==> src/rtl/latdec_pkg.sv <==
package latdec_pkg;
    localparam int LO_W_DEF = 3;
    localparam int HI_W_DEF = 3;

    typedef enum logic {
        GATE_OFF = 1'b0,
        GATE_ON  = 1'b1
    } gate_e;

    function automatic gate_e gate_state(input logic g_n, input logic g);
        return (!g_n && g) ? GATE_ON : GATE_OFF;
    endfunction
endpackage

==> src/rtl/latdec_store.sv <==
module latdec_store #(
    parameter int W = 3
) (
    input  logic         clk,
    input  logic         rst_n,
    input  logic         hold,
    input  logic [W-1:0] addr_i,
    output logic [W-1:0] addr_o
);
    typedef struct packed {
        logic [W-1:0] held;
    } st_t;

    st_t st_d, st_q;

    always_comb begin
        st_d = st_q;
        if (!hold) begin
            st_d.held = addr_i;
        end
    end

    always_ff @(posedge clk or negedge rst_n) begin
        if (!rst_n) begin
            st_q <= '0;
        end else begin
            st_q <= st_d;
        end
    end

    // open store: live address passes; closed: last sample is used
    assign addr_o = hold ? st_q.held : addr_i;
endmodule

==> src/rtl/latdec_onehot.sv <==
module latdec_onehot #(
    parameter int W = 3,
    localparam int N = 1 << W
) (
    input  logic [W-1:0] addr_i,
    input  logic         gate_n,
    input  logic         gate,
    output logic [N-1:0] lines_o
);
    import latdec_pkg::*;

    gate_e st;
    assign st = gate_state(gate_n, gate);

    for (genvar i = 0; i < N; i++) begin : g_line
        assign lines_o[i] = (st == GATE_ON) && (addr_i == W'(i));
    end
endmodule

==> src/rtl/latdec_cell.sv <==
module latdec_cell #(
    parameter int W = 3,
    localparam int N = 1 << W
) (
    input  logic         clk,
    input  logic         rst_n,
    input  logic         hold,
    input  logic [W-1:0] addr_i,
    input  logic         gate_n,
    input  logic         gate,
    output logic [N-1:0] lines_o
);
    logic [W-1:0] eff_addr;

    latdec_store #(.W(W)) u_store (
        .clk    (clk),
        .rst_n  (rst_n),
        .hold   (hold),
        .addr_i (addr_i),
        .addr_o (eff_addr)
    );

    latdec_onehot #(.W(W)) u_dec (
        .addr_i  (eff_addr),
        .gate_n  (gate_n),
        .gate    (gate),
        .lines_o (lines_o)
    );
endmodule

==> src/rtl/latdec_cascade.sv <==
module latdec_cascade #(
    parameter int LO_W = latdec_pkg::LO_W_DEF,
    parameter int HI_W = latdec_pkg::HI_W_DEF,
    localparam int ADDR_W = LO_W + HI_W,
    localparam int NSUB   = 1 << HI_W,
    localparam int NLO    = 1 << LO_W,
    localparam int LINES  = NSUB * NLO
) (
    input  logic              clk,
    input  logic              rst_n,
    input  logic [ADDR_W-1:0] addr,
    input  logic              strobe,
    input  logic              gate_n,
    input  logic              gate,
    output logic [LINES-1:0]  lines
);
    logic [NSUB-1:0] sel;

    // selector cell: upper bits, global gates, same strobe
    latdec_cell #(.W(HI_W)) u_sel (
        .clk     (clk),
        .rst_n   (rst_n),
        .hold    (strobe),
        .addr_i  (addr[ADDR_W-1:LO_W]),
        .gate_n  (gate_n),
        .gate    (gate),
        .lines_o (sel)
    );

    for (genvar s = 0; s < NSUB; s++) begin : g_sub
        latdec_cell #(.W(LO_W)) u_sub (
            .clk     (clk),
            .rst_n   (rst_n),
            .hold    (strobe),
            .addr_i  (addr[LO_W-1:0]),
            .gate_n  (1'b0),
            .gate    (sel[s]),
            .lines_o (lines[s*NLO +: NLO])
        );
    end
endmodule

==> config.mk <==
export PLATFORM = sky130hd
export DESIGN_NAME = latdec_cascade
export DESIGN_NICKNAME = d
export VERILOG_FILES = /design/src/rtl/latdec_pkg.sv /design/src/rtl/latdec_store.sv /design/src/rtl/latdec_onehot.sv /design/src/rtl/latdec_cell.sv /design/src/rtl/latdec_cascade.sv
export SDC_FILE = /design/constraint.sdc
export NUM_CORES = 1
export LEC_CHECK = 0
export BUFFER_PORTS_ARGS = -buffer_cell sky130_fd_sc_hd__buf_2
export CAP_MARGIN = 10
export CORE_MARGIN = 2
export CORE_UTILIZATION = 45
export DETAILED_ROUTE_END_ITERATION = 8
export GPL_TIMING_DRIVEN = 0
export PLACE_DENSITY = 0.72
export SKIP_LAST_GASP = 1
export SLEW_MARGIN = 20
export SYNTH_ARGS = -nofsm -noshare
export SYNTH_HDL_FRONTEND = slang
export SYNTH_SLANG_ARGS = --single-unit
==> constraint.sdc <==
create_clock -name clk -period 3.91 [get_ports clk]
set_clock_uncertainty 0.1 [all_clocks]
set_input_delay 0.391 -clock clk [delete_from_list [all_inputs] [get_ports clk]]
set_output_delay 0.391 -clock clk [all_outputs]
set_load 0.02 [all_outputs]
### Word level (Yosys, flattened, before mapping)

Index checks and enable logic that the tools add are counted.

| cells by class | value |
|---|---|
| equal/unequal tests | 63 |
| multiplexer cells | 18 |
| reduce and logical (&&, ||, !) cells | 83 |

Operator list:

| operator | number |
|---|---|
| equality test 3 bit, second input constant | 36 |
| logical AND 1 bit | 73 |
| equality test 3 x 2 -> 1 bit, second input constant | 18 |
| equality test 3 x 1 -> 1 bit, second input constant | 9 |
| logical NOT 3 bit | 9 |
| 2-to-1 mux 3 bit | 9 |
| 2-to-1 mux 1 bit | 9 |
| logical NOT 1 bit | 1 |

| word-level totals | value |
|---|---|
| flip-flop bits (word level) | 27 |
| bits of input ports | 11 |

### Logic depth before layout (Yosys ltp)

| depth | value |
|---|---|
| depth after elaboration | 6 |
| depth in mapped cells | 6 |

### Hierarchy

A second synthesis with hierarchy kept.

| unflattened totals | value |
|---|---|
| cells, all modules | 172 |
| area, all modules | 1636.6 sq um |

By module, submodules not included:

| module | instances | cells each | area an instance (sq um) |
|---|---|---|---|
| latdec_store | 9 | 6 | 108.9 |
| latdec_onehot | 9 | 13 | 72.6 |
| latdec_cascade | 1 | 1 | 3.8 |

### Worst setup path before layout

OpenSTA, ideal clock, no wires.

| path | value |
|---|---|
| kind | input to output |
| start point | input port strobe |
| end point | output port lines[6] |
| data arrival time | 1.873 ns |
| path slack | 1.546 ns |
| stages | 5 |
| buffers on the path | 1 |
| cell sequence | buf_6 -> mux2i_4 -> inv_2 -> or3b_1 -> a211oi_1 |

| between the ends | value |
|---|---|
| cells in the longest elaborated chain, start to end | 5 |
| elaborated cells between the ends (all ways) | 7 |
| those cells by class | 1 x eq/ne; 3 x mux; 3 x reduce/logical |

Ends and longest elaborated chain:

| item | line | source |
|---|---|---|
| start, declared | latdec_cascade.sv:12 | `input logic strobe,` |
| 2-to-1 mux 3 bit | latdec_store.sv:32 | `assign addr_o = hold ? st_q.held : addr_i;` |
| logical NOT 3 bit | latdec_onehot.sv:16 | `assign lines_o[i] = (st == GATE_ON) && (addr_i == W'(i));` |
| logical AND 1 bit | latdec_onehot.sv:16 |  |
| 2-to-1 mux 1 bit | latdec_pkg.sv:11 | `return (!g_n && g) ? GATE_ON : GATE_OFF;` |
| logical AND 1 bit * | latdec_onehot.sv:16 |  |
| end, declared | latdec_cascade.sv:15 | `output logic [LINES-1:0] lines` |

Every way passes the cells marked *; elsewhere a longest branch is shown, timed or not.

### Worst setup path after layout

| path | value |
|---|---|
| start point | input port strobe |
| end point | output port lines[1] |

The elaborated chain is that of the path after synthesis.

==> impl_metrics.csv <==
group,metric,value,unit
outcome,status,"finished clean",
drt,totalWireLength,6060,um
global_routing,grt_max_degree,28,
hold_path,hold_class,"in2async",
worst_setup_path,startpoint,"strobe",
clocking,cts_tree,"yes",
die,start_util,46.5,%
sta,maxSlewViolCount,0,
clocking,cts_resized,0,
sta,fin_setup_tns,0,ns
worst_setup_path,path_class,"in2out",
finish,num-nets-final,340,
yosys,synthTopCellsByArea,"dfrtp_1 33%, nor2_1 9.3%, and3b_1 7.8%",
place,place_congestion,0.850,
die,pin_count,75,
yosys,synth_flop_cell,"dfrtp_1",
global_routing,overflow,0,
clocking,path_clk_slew,0.10,ns
die,coreArea,0.00435,mm2
clocking,clk_path_buf_depth,2,
worst_setup_path,endpoint,"lines[1]",
worst_setup_path,crit_fanout,10,
sta,post-route-period-util,69.6,%
clocking,hold_buffers,0,
sta,worst_pin_slew,0.968,ns
run,maxCapViolations,0,
worst_setup_path,reg2reg_depth,3,
finish,final_cell_area,0.00250,mm2
clocking,clk_latency,0.27,ns
yosys,synth_area,0.00202,mm2
drt,drcViolationCount,0,
sta,setup_slack,1.19,ns
global_routing,grt_pass1_vias,1922,
worst_setup_path,worstPathArrival,2.23,ns
sta,grt_setup_unrepaired,"false",
worst_setup_path,slowest_stage,"nor3_1",
worst_setup_path,crit_chain,"buf_2, buf_6, buf_2, nor3_1, o22ai_1, nor2_1, buf_2",
drt,postRouteAntennaNets,0,
sta,final_hold_viol_count,0,
finish,nFillCells,409,
worst_setup_path,critical_path.startpoint_type,"input port",
worst_setup_path,cp.required,3.42,ns
yosys,synth-seq-area-share,33.4,%
global_routing,grtUsageTotal,24.1,%
worst_setup_path,r2r_end,"u_sel.u_store.st_q[2]",
clocking,numClockSinks,27,
drt,avgRoutedWirePerCell,15.9,um
yosys,async_flop_share,100,%
yosys,synth_area_per_cell,8.09,um2
clocking,cts_buffers,3,
die,die_x,71.1,um
sta,post-route-min-period,2.72,ns
drt,viasPerCell,5.78,
worst_setup_path,cpMostUsedCell,"buf_2",
worst_setup_path,worst_setup_path_end_kind,"output pin",
worst_setup_path,rrSetupSlack,2.58,ns
yosys,synth_nets,261,
place,dp_cells,376,
place,hpwl,4470,um
clocking,htree_levels,1,
yosys,syn_inst,250,
worst_setup_path,crit_buf_inv,4,
die,die-area,0.00505,mm2
die,row_count,24,
power,power.total,0.650,mW
drt,num_vias,2198,
yosys,synth_top_area_share,33.4,%
place,place_ws,1.24,ns
place,port_buffers,74,
yosys,ys_types,31,
power,ir_drop,0.000146,V
power,p_per_area,260,mW/mm2
yosys,synth_edf_count,0,
yosys,synth_warnings,0,
sta,slew_headroom,35.0,%
clocking,cts-root-buf,"clkbuf_8",
finish,drive_gt1_share,30.5,%
sta,finalSetupViolCount,0,
sta,fin_hold_ws,0.00634,ns
drt,firstDrtPassIters,4,
worst_setup_path,cp_num_cells,7,
clocking,cts_setup_buffers,0,
finish,finish.utilization,57.5,%
place,placed_area,0.00246,mm2
sta,fmax,367,MHz
finish,syn_to_final_growth,23.7,%
finish,antenna_cells,0,
worst_setup_path,path_delay_family,"simple AND/OR/NAND/NOR gates",
global_routing,grt_pass1_wl,9540,um
die,die_y,71.1,um
global_routing,antenna_found_initial,0,
power,p_leak,1.19,nW
finish,final_cells,380,
yosys,synth.largest_area_cell,"dfrtp_1",
worst_setup_path,crit-reg2reg-launch,"u_sel.u_store.st_q[2]",
drt,drtIter0Drc,183,
worst_setup_path,max_stage_delay,0.79,ns
yosys,yosys_register_bits,27,
[state kept, by name, indices dropped and copies added (netlist names)]
signal / cells
u_sel.u_store.st_q: 3
g_sub.u_sub.u_store.st_q: 24
[cell usage after synthesis, types with 2 or more instances]
library cell  count
nand3_1          11
o21ai_1           3
or2_2             2
nor3b_1          15
clkbuf_1         12
or4b_4            2
nor3_1            3
buf_2             2
o22ai_1          11
mux2_2           10
nand2b_1          2
a211oi_1         14
dfrtp_1          27
a211oi_2          4
o211ai_1         12
and3_1            2
nand2_1          32
and3b_1          18
nor2_1           50
o21bai_1          4
buf_1             4
[power by group]
group | total (mW) | internal, mW | switching, mW | leakage (nW)
logic | 0.157 | 0.0573 | 0.0999 | 0.847
clock network | 0.165 | 0.0733 | 0.0918 | 0.0228
registers | 0.328 | 0.305 | 0.0230 | 0.323
[placed cells by master (no fill, tap or decap), drive strengths merged, types with 4 or more instances in the layout]
cell and count:
buf 81, nor2 50, nand2 32, dfrtp 27
and3b 18, a211oi 18, clkbuf 16, nor3b 15
o211ai 12, nand3 11, o22ai 11, mux2 11
o21bai 4, o21ai 4
[metal layers]
layer | share of wire [%] | wire (um) | track usage [%] | vias to the layer above
met5 | 0 | 0 | 0 | -
met4 | 1.3 | 79 | 7.55 | 0
met3 | 8.5 | 517 | 2.42 | 9
met2 | 45 | 2740 | 37.2 | 102
met1 | 45 | 2720 | 35.8 | 1025
li1 | - | - | - | 1062
[cell families (layout without fill, tap and decap cells)]
| family | Yosys count | after routing | share of synthesized area, % |
|---|---|---|---|
| AO/OA/AOI/OAI | 49 | 49 | 18.0 |
| flip-flops | 27 | 27 | 33.4 |
| multiplexers | 12 | 12 | 7.24 |
| AND/OR/NAND/NOR | 142 | 142 | 37.2 |
| buffers and inverters | 20 | 98 | 4.20 |
[worst min-delay path by stage]
stage | endpoint | slack (ns) | cells past startpoint
6_report | g_sub[7].u_sub.u_store.st_q[1] | 0.006 | 1
3_3_place_gp | g_sub[7].u_sub.u_store.st_q[1] | 0.34 | 1
2_1_floorplan | g_sub[0].u_sub.u_store.st_q[0] | -0.005 | 0
4_1_cts | g_sub[7].u_sub.u_store.st_q[1] | 0.03 | 1
5_1_grt | g_sub[7].u_sub.u_store.st_q[1] | 0.05 | 1
3_5_place_dp | g_sub[7].u_sub.u_store.st_q[1] | 0.34 | 1
[cell type report]
class / count / area [um2] / area share [%]
Tap cell: 52 / 65.1 / 2.60
Timing Repair Buffer: 74 / 370 / 14.8
Inverter: 1 / 3.75 / 0.150
Clock buffer: 4 / 45.0 / 1.80
Buffer: 19 / 81.3 / 3.25
Multi-Input combinational cell: 203 / 1260 / 50.4
Sequential cell: 27 / 676 / 27.0
No activity file was read; power rests on OpenSTA's default activity.
